**config.mk**
```make
export PLATFORM = sky130hd
export DESIGN_NAME = booth_seq_mult
export DESIGN_NICKNAME = d
export VERILOG_FILES = /design/src/rtl/booth_pkg.sv /design/src/rtl/booth_addsub.sv /design/src/rtl/booth_datapath.sv /design/src/rtl/booth_ctrl.sv /design/src/rtl/booth_seq_mult.sv
export SDC_FILE = /design/constraint.sdc
export NUM_CORES = 1
export LEC_CHECK = 0
export ABC_AREA = 1
export ABC_CLOCK_PERIOD_IN_PS = 2100
export CAP_MARGIN = 30
export CELL_PAD_IN_SITES_DETAIL_PLACEMENT = 0
export CELL_PAD_IN_SITES_GLOBAL_PLACEMENT = 1
export CORE_MARGIN = 2
export CORE_UTILIZATION = 47
export CTS_BUF_LIST = sky130_fd_sc_hd__clkbuf_4 sky130_fd_sc_hd__clkbuf_8
export CTS_CLUSTER_DIAMETER = 200
export DETAILED_ROUTE_END_ITERATION = 16
export DONT_BUFFER_PORTS = 1
export PLACE_DENSITY = 0.78
export SLEW_MARGIN = 20
export SYNTH_ARGS = -nofsm -noshare
export SYNTH_HDL_FRONTEND = slang
export SYNTH_SLANG_ARGS = --single-unit
```
**constraint.sdc**
```tcl
create_clock -name clk -period 2.1 [get_ports clk]
set_input_delay 0.21 -clock clk [delete_from_list [all_inputs] [get_ports clk]]
set_output_delay 0.21 -clock clk [all_outputs]
set_load 0.005 [all_outputs]
```
**src/rtl/booth_pkg.sv**
```systemverilog
package booth_pkg;

  typedef enum logic [2:0] {
    ST_IDLE    = 3'd0,
    ST_LOAD    = 3'd1,
    ST_OPERATE = 3'd2,
    ST_SHIFT   = 3'd3,
    ST_FINISH  = 3'd4
  } boothState_e;

  // strobes from controller to datapath
  typedef struct packed {
    logic loadEn;
    logic opEn;
    logic shiftEn;
  } boothCtrl_t;

endpackage

```
**src/rtl/booth_addsub.sv**
```systemverilog
module booth_addsub #(
  parameter int W = 5
) (
  input  logic [W-1:0] accIn,
  input  logic [W-1:0] operand,
  input  logic         doSub,
  output logic [W-1:0] result
);
  always_comb begin
    if (doSub) result = accIn - operand;
    else       result = accIn + operand;
  end
endmodule

```
**src/rtl/booth_datapath.sv**
```systemverilog
module booth_datapath
  import booth_pkg::*;
#(
  parameter int N = 4,
  localparam int ACC_W = N + 1,
  localparam int CNT_W = $clog2(N + 1)
) (
  input  logic             clk,
  input  logic             rst,
  input  boothCtrl_t       ctrl,
  input  logic [N-1:0]     mcandIn,
  input  logic [N-1:0]     mplierIn,
  output logic             lastIter,
  output logic [2*N-1:0]   productOut
);
  localparam logic [CNT_W-1:0] ITERS = CNT_W'(N);

  logic [N-1:0]     mReg;
  logic [ACC_W-1:0] accReg;
  logic [N-1:0]     qReg;
  logic             qMinus;
  logic [CNT_W-1:0] iterCnt;

  logic [ACC_W-1:0] mExt;
  logic [ACC_W-1:0] aluOut;
  logic [1:0]       recode;
  logic             doArith;

  // guard bit: sign-extend the multiplicand into the wider accumulator
  assign mExt    = {mReg[N-1], mReg};
  assign recode  = {qReg[0], qMinus};
  assign doArith = recode[1] ^ recode[0];

  booth_addsub #(.W(ACC_W)) u_alu (
    .accIn  (accReg),
    .operand(mExt),
    .doSub  (recode[1]),
    .result (aluOut)
  );

  always_ff @(posedge clk or posedge rst) begin
    if (rst) begin
      mReg    <= '0;
      accReg  <= '0;
      qReg    <= '0;
      qMinus  <= 1'b0;
      iterCnt <= '0;
    end else if (ctrl.loadEn) begin
      mReg    <= mcandIn;
      accReg  <= '0;
      qReg    <= mplierIn;
      qMinus  <= 1'b0;
      iterCnt <= ITERS;
    end else if (ctrl.opEn) begin
      if (doArith) accReg <= aluOut;
    end else if (ctrl.shiftEn) begin
      accReg  <= {accReg[ACC_W-1], accReg[ACC_W-1:1]};
      qReg    <= {accReg[0], qReg[N-1:1]};
      qMinus  <= qReg[0];
      iterCnt <= iterCnt - 1'b1;
    end
  end

  assign lastIter   = (iterCnt == CNT_W'(1));
  assign productOut = {accReg[N-1:0], qReg};

endmodule

```
**src/rtl/booth_ctrl.sv**
```systemverilog
module booth_ctrl
  import booth_pkg::*;
(
  input  logic        clk,
  input  logic        rst,
  input  logic        start,
  input  logic        lastIter,
  output boothCtrl_t  ctrl,
  output logic        doneFlag,
  output logic [2:0]  stateOut
);
  boothState_e curState, nextState;

  always_ff @(posedge clk or posedge rst) begin
    if (rst) curState <= ST_IDLE;
    else     curState <= nextState;
  end

  always_comb begin
    nextState = curState;
    unique case (curState)
      ST_IDLE:    if (start) nextState = ST_LOAD;
      ST_LOAD:    nextState = ST_OPERATE;
      ST_OPERATE: nextState = ST_SHIFT;
      ST_SHIFT:   nextState = lastIter ? ST_FINISH : ST_OPERATE;
      ST_FINISH:  nextState = ST_IDLE;
      default:    nextState = ST_IDLE;
    endcase
  end

  always_comb begin
    ctrl.loadEn  = (curState == ST_LOAD);
    ctrl.opEn    = (curState == ST_OPERATE);
    ctrl.shiftEn = (curState == ST_SHIFT);
  end

  assign doneFlag = (curState == ST_FINISH);
  assign stateOut = curState;

endmodule

```
**src/rtl/booth_seq_mult.sv**
```systemverilog
module booth_seq_mult
  import booth_pkg::*;
#(
  parameter int N = 4
) (
  input  logic           clk,
  input  logic           rst,
  input  logic           start,
  input  logic [N-1:0]   mcand,
  input  logic [N-1:0]   mplier,
  output logic [2*N-1:0] product,
  output logic           done,
  output logic [2:0]     stateCode
);
  boothCtrl_t ctrlBus;
  logic       lastIter;

  booth_ctrl u_ctrl (
    .clk     (clk),
    .rst     (rst),
    .start   (start),
    .lastIter(lastIter),
    .ctrl    (ctrlBus),
    .doneFlag(done),
    .stateOut(stateCode)
  );

  booth_datapath #(.N(N)) u_dp (
    .clk       (clk),
    .rst       (rst),
    .ctrl      (ctrlBus),
    .mcandIn   (mcand),
    .mplierIn  (mplier),
    .lastIter  (lastIter),
    .productOut(product)
  );

endmodule

```
==> flow_metrics.py, run 1 <==
metrics = {
    "routing": {
        "via_count": 976,
        "first_pass_iters": 4,
        "final_antenna_net_count": 0,
        "routed_via_density": 5.25,
        "drc_errors": 0,
        "wirelength_um": 2430,
        "drtIter0Drc": 16,
        "post_drt_wl_per_cell_um": 13.1,
    },
    "logic_synthesis": {
        "ys_warn_count": 0,
        "ys_seq_elements": 20,
        "postSynthCellCount": 157,
        "synth-edff-count": 0,
        "syn_area_um2": 1240,
        "ys_types": 25,
        "synthTopCellsByArea": "dfrtp_1 40%, nand2_1 14%, ha_1 7.1%",
        "yosys.area.top_type_share": 0.404,
        "ys.flop_type": "dfrtp_1",
        "ys_seq_area_frac": 0.404,
        "avgSynthCellArea_um2": 7.89,
        "postSynth.asyncResetShare": 1.00,
        "synth_top_area_cell": "dfrtp_1",
        "yosysMostFrequentCell": "nand2_1",
        "synth_nets": 176,
        "synth_commonest_cells": "46 x nand2_1, 20 x dfrtp_1, 20 x inv_1",
    },
    "hold_path": {
        "hold_class": "in -> reg",
    },
    "global_routing": {
        "antenna_found_initial": 0,
        "grt_max_degree": 21,
        "track_usage": 0.184,
        "grt_pass1_wl_um": 4460,
        "grt_pass1_vias": 960,
        "grt-ovfl-total": 0,
    },
    "cells_and_area": {
        "nets": 176,
        "drive_gt1_frac": 0.115,
        "seq_area_um2": 502,
        "num-fill-cells": 263,
        "areaGrowthSynthToFinish_pct": 3.13,
        "diodes": 0,
        "multiInputGateArea_um2": 584,
    },
    "floorplanning": {
        "initial_core_util": 0.500,
        "fp.dieW_um": 55.3,
        "ioPinCount": 23,
        "fp-row-count": 18,
        "dieArea_um2": 3060,
        "die_y_um": 55.3,
        "coreArea_um2": 2480,
    },
    "sta": {
        "fmax_ghz": 0.529,
        "period_share": 0.900,
        "fin_skew_ns": 0.0102,
        "finalCriticalPeriod_ns": 1.89,
        "tns_ns": 0,
        "whs_ns": 0.0116,
        "worst_slew_pin_slew_ns": 0.757,
        "maxSlewViolCount": 0,
        "relSlewSlack": 0.495,
        "setup_viol": 0,
        "hold_viol_final": 0,
        "rsz0062_at_grt": "no",
    },
    "setup_path": {
        "critPathLaunch": "u_dp.mReg[0]",
        "reg2reg_from": "u_dp.mReg[0]",
        "max_stage_delay_ns": 0.41,
        "crit_arrival_ns": 2.11,
        "reg2reg_depth": 10,
        "cp.required_ns": 2.32,
        "endpoint": "u_dp.accReg[3]",
        "crit_type": "reg -> reg",
        "path_cells": "inv_1, ha_1, o21ai_0, ha_1, nand3_1, nand2_1, nand2_1, nand3_1, nand3_1, nand2_1",
        "reg2reg_slack_ns": 0.21,
        "slowest_stage": "dfrtp_1",
        "timing.rr.end": "u_dp.accReg[3]",
        "critical_path_peak_fanout": 3,
        "cp-start-kind": "register",
        "cp-end-kind": "register",
    },
    "power": {
        "p_sw_frac": 0.494,
        "pwr-share-seq": 0.324,
        "combPwrFrac": 0.573,
        "internal-power_uw": 1150,
        "p_switching_uw": 1120,
        "ir_drop_v": 0.000776,
        "static-leakage-power_uw": 0.000670,
        "pwr_density_cell_nw_per_um2": 1780,
        "p_clk_frac": 0.103,
    },
    "clock_network": {
        "clock_latency_ns": 0.32,
        "cts_max_path_buffers": 2,
        "clock-sinks": 20,
        "htreeDepth": 1,
        "cts_buffers": 3,
        "post_cts_buffers": 0,
        "cts_tree": "yes",
        "root_buffer": "clkbuf_4",
        "clk_pin_slew_ns": 0.12,
    },
    "placed_design": {
        "dpl.hpwl_um": 1870,
        "portBuffers": 0,
        "gp_congestion": 0.750,
    },
    "run_status": {
        "status": "finished clean",
    },
    "flow_run": {
        "cap_viol_max_count": 0,
    },
}
==> metal layers <==
layer | routed length [um] | GRT usage
met2 | 1090 | 0.291
met3 | 87 | 0.0304
met4 | 68 | 0.0871
met1 | 1190 | 0.244
met5 | 0 | 0
==> state kept, by name (all words and copies together), names as in the netlist <==
signal / flops
u_dp.iterCnt: 3
u_dp.accReg: 5
u_dp.mReg: 4
u_dp.qReg: 4
u_dp.qMinus: 1
u_ctrl.stateOut: 3
==> power groups by stage <==
stage                     combinational [uW]  clock (uW)  sequential (uW)
after CTS                               1330         242              738
final                                   1310         234              737
after global placement                  1300           0              739
after detailed placement                1320           0              743
after global routing                    1560         260              773
after floorplan                         1180           0              681
==> worst min path at each step <==
stage,from,end,cells past startpoint
global route,mplier[3],u_dp.qReg[3],2
finish,mcand[2],u_dp.mReg[2],2
CTS,mcand[2],u_dp.mReg[2],2
global placement,rst,u_ctrl.stateOut[1],1
detailed placement,rst,u_dp.accReg[2],1
floorplan,rst,u_ctrl.stateOut[0],1
==> per-stage QoR <==
stage / std cells / cell area (um2) / power (uW) / setup WS [ns] / util
floorplan: 157 / 1240 / 1860 / 0.381 / -
global placement: 180 / 1220 / 2040 / 0.250 / 0.492
detailed placement: 180 / 1220 / 2070 / 0.218 / 0.492
CTS: 186 / 1280 / 2310 / 0.193 / 0.515
global route: 186 / 1280 / 2600 / 0.0163 / 0.516
finish: 186 / 1280 / 2280 / 0.210 / 0.516
==> timing repair <==
action | in CTS | in global routing
setup endpoints to repair | 0 | 1
hold buffers | 2 | 0
gates resized for setup | 0 | 1
hold endpoints to repair | 21 | 0
==> worst max-delay path: cells and delay by family, from the launching register on <==
| kind | cells | cell delay [ns] |
|---|---|---|
| AND/OR/NAND/NOR | 6 | 0.42 |
| adder cells (fa/ha/maj) | 2 | 0.54 |
| AO/OA/AOI/OAI | 1 | 0.33 |
| buffers and inverters | 1 | 0.10 |
| flip-flops | 1 | 0.41 |
==> logic make-up after synthesis <==
kind of cell / count (synthesis) / synth area share
and+or+nand+nor: 71 / 0.261
AOI/OAI and AO/OA: 22 / 0.103
xor gates and xnor gates: 3 / 0.0212
buffers and inverters: 33 / 0.124
adders and majority gates: 8 / 0.0869
DFF: 20 / 0.404
==> area by class of cell <==
| type | count | share of cell area |
|---|---|---|
| Clock buffer | 4 | 0.0284 |
| Inverter | 26 | 0.0764 |
| Multi-Input combinational cell | 104 | 0.457 |
| Sequential cell | 20 | 0.393 |
| Timing Repair Buffer | 2 | 0.0157 |
| Tap cell | 30 | 0.0294 |
==> placed cells by master, fill, tap and decap left out, types with 2 or more instances in the layout <==
cell type      count
nor3_1             3
nand2_1           46
dlygate4sd3_1      2
xor2_1             3
o211ai_1           2
inv_2              6
ha_1               7
o21ai_0            8
clkbuf_4           3
inv_1             20
nand2_2            3
o21ai_1            4
nand3_1           12
a21oi_1            3
nor2_1             4
dfrtp_1           19
No activity file was read; power rests on OpenSTA's default activity.
==> inputs of run 2 (changes only) <==
==> constraint.sdc (replaced) <==
create_clock -name clk -period 2.1 [get_ports clk]
set_input_delay 0.315 -clock clk [delete_from_list [all_inputs] [get_ports clk]]
set_output_delay 0.315 -clock clk [all_outputs]
set_load 0.005 [all_outputs]
==> run 2 against run 1 <==
  * Count of clock-buffer cells in the layout unchanged
  * Setup slack about the same
  * Power decreased by 0.12%
  * Clock skew about the same
  * Clock power about the same
  * Sequential cell count unchanged
  * Critical path type unchanged
  * Largest cell class unchanged
==> flow_metrics.py, run 2 (same netlist as run 1, synthesis figures left out) <==
metrics = {
    "sta": {
        "worst_slack_ns": 0.210,
        "hold_viol_final": 0,
        "fmax_ghz": 0.529,
        "finalCriticalPeriod_ns": 1.89,
        "worst_slew_pin_slew_ns": 0.754,
        "whs_ns": 0.000400,
        "maxSlewViolCount": 0,
        "tns_ns": 0,
        "fin_skew_ns": 0.0102,
        "rsz0062_at_grt": "no",
        "period_share": 0.900,
        "relSlewSlack": 0.497,
        "setup_viol": 0,
    },
    "routing": {
        "post_drt_wl_per_cell_um": 13.1,
        "wirelength_um": 2420,
        "highest_layer": "met4",
        "first_pass_iters": 4,
        "routed_via_density": 5.26,
        "drtIter0Drc": 16,
        "wl_met2_um": 1090,
        "dr_wl_met3_um": 87,
        "drt-met1-wl_um": 1180,
        "final_antenna_net_count": 0,
        "via_count": 967,
        "drc_errors": 0,
    },
    "global_routing": {
        "grt_pass1_vias": 953,
        "track_usage": 0.182,
        "grt-ovfl-total": 0,
        "grt_max_degree": 21,
        "antenna_found_initial": 0,
        "grt_pass1_wl_um": 4410,
    },
    "power": {
        "pwr_density_cell_nw_per_um2": 1810,
        "static-leakage-power_uw": 0.000662,
        "ir_drop_v": 0.000775,
        "finalPower_uw": 2270,
    },
    "floorplanning": {
        "initial_core_util": 0.500,
        "ioPinCount": 23,
        "fp.dieW_um": 55.3,
        "coreArea_um2": 2480,
        "dieArea_um2": 3060,
        "fp-row-count": 18,
        "die_y_um": 55.3,
    },
    "clock_network": {
        "cts_buffers": 3,
        "clock-sinks": 20,
        "clock_latency_ns": 0.32,
        "root_buffer": "clkbuf_4",
        "htreeDepth": 1,
        "clk_pin_slew_ns": 0.12,
        "cts_tree": "yes",
        "cts_max_path_buffers": 2,
    },
    "placed_design": {
        "place_ws_ns": 0.218,
        "dpl.hpwl_um": 1870,
        "portBuffers": 0,
        "gp_congestion": 0.750,
        "numPlacedInstances": 180,
    },
    "cells_and_area": {
        "diodes": 0,
        "multiInputGateArea_um2": 584,
        "areaGrowthSynthToFinish_pct": 1.52,
        "final_cells": 184,
        "drive_gt1_frac": 0.117,
        "seq_area_um2": 502,
        "final_common_cell": "nand2_1",
        "reg_top3": "u_dp.accReg x5, u_dp.mReg x4, u_dp.qReg x4",
        "largest_reg_flops": 5,
        "mostFrequentLayoutCells": "46 x nand2_1, 20 x inv_1, 19 x dfrtp_1, 12 x nand3_1, 8 x o21ai_0",
        "top_register": "u_dp.accReg",
        "nets": 174,
        "num-fill-cells": 264,
    },
    "setup_path": {
        "crit_type": "reg -> reg",
        "max_stage_delay_ns": 0.41,
        "crit_arrival_ns": 2.11,
        "reg2reg_slack_ns": 0.21,
        "slowest_stage": "dfrtp_1",
        "critical_path_peak_fanout": 3,
        "cp-start-kind": "register",
        "path_cells": "inv_1, ha_1, o21ai_0, ha_1, nand3_1, nand2_1, nand2_1, nand3_1, nand3_1, nand2_1",
        "cp.required_ns": 2.32,
        "cp-end-kind": "register",
    },
    "flow_run": {
        "cap_viol_max_count": 0,
    },
    "run_status": {
        "status": "finished clean",
    },
    "hold_path": {
        "hold_class": "in -> async",
    },
}
-- run 2: cell count changes in the layout (fill, tap and decap cells not counted), sizes merged --
cell,change
dlygate4sd3,-2
-- run 2: final timing paths --
kind	from	end	cells past startpoint
worst min-delay path	rst	u_dp.accReg[3]	1
max in group asynchronous	rst	u_dp.qReg[0]	1
min in group clk	mcand[3]	u_dp.mReg[3]	2
worst max register to register	u_dp.mReg[0]	u_dp.accReg[3]	10
worst min register to register	u_dp.iterCnt[2]	u_ctrl.stateOut[2]	1
worst max-delay path	u_dp.mReg[0]	u_dp.accReg[3]	10
-- run 2: critical path, delay by kind of cell, from the launching register on --
kind / cells / cell delay, ns
adder cells (fa/ha/maj): 2 / 0.54
AO/OA/AOI/OAI: 1 / 0.33
buffers and inverters: 1 / 0.10
AND/OR/NAND/NOR: 6 / 0.42
flip-flops: 1 / 0.41
-- run 2: what timing repair did --
| action | 4_1_cts | 5_1_grt |
|---|---|---|
| setup buffers | 0 | 0 |
| setup endpoints to repair | 0 | 1 |
| hold buffers | 0 | 0 |
| gates resized for setup | 0 | 1 |
| endpoints found under the hold margin | 0 | 0 |
-- run 2: per-stage QoR --
step,instance area [um2],util
4_1_cts,1260,0.507
5_1_grt,1260,0.508
3_3_place_gp,1220,0.492
6_report,1260,0.508
2_1_floorplan,1240,-
3_5_place_dp,1220,0.492
-- run 2: where the power goes --
| group | leakage, uW | internal [uW] | switching (uW) | total (uW) |
|---|---|---|---|---|
| Combinational | 0.000390 | 489 | 814 | 1300 |
| Sequential | 0.000251 | 555 | 182 | 737 |
| Clock | 0.0000210 | 106 | 128 | 234 |
| Total | 0.000662 | 1150 | 1120 | 2270 |
-- run 2: per-layer routing --
layer | track usage | up-vias
met3 | 0.0304 | 7
met5 | 0 | -
li1 | - | 487
met4 | 0.0871 | 0
met1 | 0.244 | 449
met2 | 0.286 | 24
-- run 2: final cells by class --
cell class / instances / area share
well taps: 30 / 0.0299
inverters: 26 / 0.0776
flip-flops and latches: 20 / 0.399
multi-input cells: 104 / 0.465
clock buffers: 4 / 0.0289
==> inputs of run 3 (changes only) <==
--- a/config.mk
+++ b/config.mk
@@ -17,6 +17,7 @@
 export DETAILED_ROUTE_END_ITERATION = 16
 export DONT_BUFFER_PORTS = 1
 export PLACE_DENSITY = 0.78
+export RECOVER_POWER = 100
 export SLEW_MARGIN = 20
 export SYNTH_ARGS = -nofsm -noshare
 export SYNTH_HDL_FRONTEND = slang
==> run 3 against run 2 <==
  * Cell count unchanged
  * Combinational power decreased by 4%
  * Die area unchanged
  * First-iteration DRC count increased by 38%
  * Power decreased by 2.7%
  * Critical endpoint unchanged
  * Sequential cell count unchanged
  * Sequential share of layout area increased by 0.73 points
  * Non-clock buffer count unchanged
==> flow_metrics.py, run 3 (same netlist as run 1, synthesis figures left out) <==
metrics = {
    "sta": {
        "finalCriticalPeriod_ns": 1.88,
        "worst_slew_pin_slew_ns": 0.751,
        "rsz0062_at_grt": "no",
        "tns_ns": 0,
        "fin_skew_ns": 0.00980,
        "setup_viol": 0,
        "period_share": 0.897,
        "relSlewSlack": 0.499,
        "maxSlewViolCount": 0,
        "fmax_ghz": 0.531,
        "hold_viol_final": 0,
    },
    "routing": {
        "wirelength_um": 2420,
        "drtIter0Drc": 22,
        "routed_via_density": 5.19,
        "via_count": 955,
        "final_antenna_net_count": 0,
        "drc_errors": 0,
        "first_pass_iters": 4,
        "post_drt_wl_per_cell_um": 13.2,
    },
    "setup_path": {
        "path_cells": "inv_1, ha_1, o21ai_0, ha_1, nand3_1, nand2_1, nand2_1, nand3_1, nand3_1, nand2_1",
        "reg2reg_depth": 10,
        "path_buf_inv": 1,
        "cp.required_ns": 2.32,
        "reg2reg_from": "u_dp.mReg[0]",
        "cp-end-kind": "register",
        "cp-start-kind": "register",
        "timing.rr.end": "u_dp.accReg[3]",
        "path_delay_family": "adder cells",
        "crit_arrival_ns": 2.10,
        "crit_type": "reg -> reg",
        "critical_path_peak_fanout": 3,
        "max_stage_delay_ns": 0.41,
        "slowest_stage": "dfrtp_1",
        "reg2reg_slack_ns": 0.22,
    },
    "power": {
        "p_sw_frac": 0.492,
        "static-leakage-power_uw": 0.000658,
        "combPwrFrac": 0.564,
        "p_clk_frac": 0.105,
        "ir_drop_v": 0.000775,
        "pwr-share-seq": 0.331,
        "internal-power_uw": 1130,
        "p_switching_uw": 1090,
        "pwr_density_cell_nw_per_um2": 1790,
    },
    "cells_and_area": {
        "mostFrequentLayoutCells": "47 x nand2_1, 22 x inv_1, 19 x dfrtp_1, 13 x o21ai_0, 12 x nand3_1",
        "largest_reg_flops": 5,
        "reg_top3": "u_dp.accReg x5, u_dp.mReg x4, u_dp.qReg x4",
        "final_area_um2": 1230,
        "multiInputGateArea_um2": 562,
        "final_common_cell": "nand2_1",
        "seq_area_um2": 502,
        "drive_gt1_frac": 0.0844,
        "num-fill-cells": 266,
        "top_register": "u_dp.accReg",
        "areaGrowthSynthToFinish_pct": -0.303,
        "diodes": 0,
        "nets": 174,
    },
    "global_routing": {
        "grt_pass1_wl_um": 4410,
        "antenna_found_initial": 0,
        "grt-ovfl-total": 0,
        "track_usage": 0.182,
        "grt_max_degree": 21,
        "grt_pass1_vias": 953,
    },
    "clock_network": {
        "root_buffer": "clkbuf_4",
        "post_cts_buffers": 0,
        "cts_resized": 0,
        "clock_latency_ns": 0.31,
        "clk_pin_slew_ns": 0.12,
        "cts_max_path_buffers": 2,
        "hold_buffers": 0,
        "cts_tree": "yes",
        "clock-sinks": 20,
        "cts_buffers": 3,
        "htreeDepth": 1,
    },
    "floorplanning": {
        "initial_core_util": 0.500,
        "ioPinCount": 23,
        "fp-row-count": 18,
        "dieArea_um2": 3060,
        "coreArea_um2": 2480,
        "die_y_um": 55.3,
        "fp.dieW_um": 55.3,
    },
    "run_status": {
        "status": "finished clean",
    },
    "placed_design": {
        "portBuffers": 0,
        "post_dp_cell_area_um2": 1220,
        "dpl.hpwl_um": 1870,
        "gp_congestion": 0.750,
    },
    "flow_run": {
        "cap_viol_max_count": 0,
    },
    "hold_path": {
        "hold_class": "in -> async",
    },
}
[run 3: cell counts in the layout (fill, tap and decap cells not counted)]
Identical to the previous run, type by type.
[run 3: through the flow]
stage | util | setup slack [ns] | hold WS, ns | power [uW] | instances
detailed placement | 0.492 | 0.218 | 0.383 | 2070 | 180
global route | 0.498 | 0.0209 | 0.0677 | 2530 | 184
CTS | 0.507 | 0.193 | 0.0332 | 2310 | 184
global placement | 0.492 | 0.250 | 0.386 | 2040 | 180
finish | 0.498 | 0.216 | 0.00563 | 2210 | 184
floorplan | - | 0.381 | 0.279 | 1860 | 157
[run 3: worst register-to-register path, stage by stage (launching register included)]
cell,delay (ns)
dfrtp_1,0.41
inv_1,0.10
ha_1,0.23
o21ai_0,0.33
ha_1,0.31
nand3_1,0.11
nand2_1,0.06
nand2_1,0.06
nand3_1,0.07
nand3_1,0.07
nand2_1,0.05
[run 3: routing by layer]
metal	GRT usage	wire length, um	up-vias	share of wire
met1	0.244	1200	443	0.50
met3	0.0304	80	7	0.033
li1	-	-	483	-
met2	0.286	1070	22	0.44
met4	0.0871	68	0	0.028
met5	0	0	-	0
[run 3: how the worst max path moves through the flow]
| stage | start | to | slack [ns] | depth (start not counted) |
|---|---|---|---|---|
| after floorplan | u_dp.mReg[0] | u_dp.accReg[1] | 0.38 | 8 |
| after global placement | u_dp.qReg[0] | u_dp.accReg[3] | 0.25 | 10 |
| after detailed placement | u_dp.mReg[0] | u_dp.accReg[3] | 0.22 | 10 |
| after CTS | u_dp.mReg[0] | u_dp.accReg[3] | 0.19 | 10 |
| after global routing | u_dp.mReg[1] | u_dp.accReg[3] | 0.02 | 10 |
| final | u_dp.mReg[0] | u_dp.accReg[3] | 0.22 | 10 |
[run 3: power by group through the flow]
stage	Combinational, uW	Clock, uW	Sequential, uW
after floorplan	1180	0	681
after global placement	1300	0	739
after detailed placement	1320	0	743
after CTS	1330	242	738
after global routing	1510	260	767
final	1250	232	733
[run 3: final cells by class]
type / instances / share of cell area
Inverter: 26 / 0.0790
Sequential cell: 20 / 0.406
Clock buffer: 4 / 0.0294
Tap cell: 30 / 0.0304
Multi-Input combinational cell: 104 / 0.455
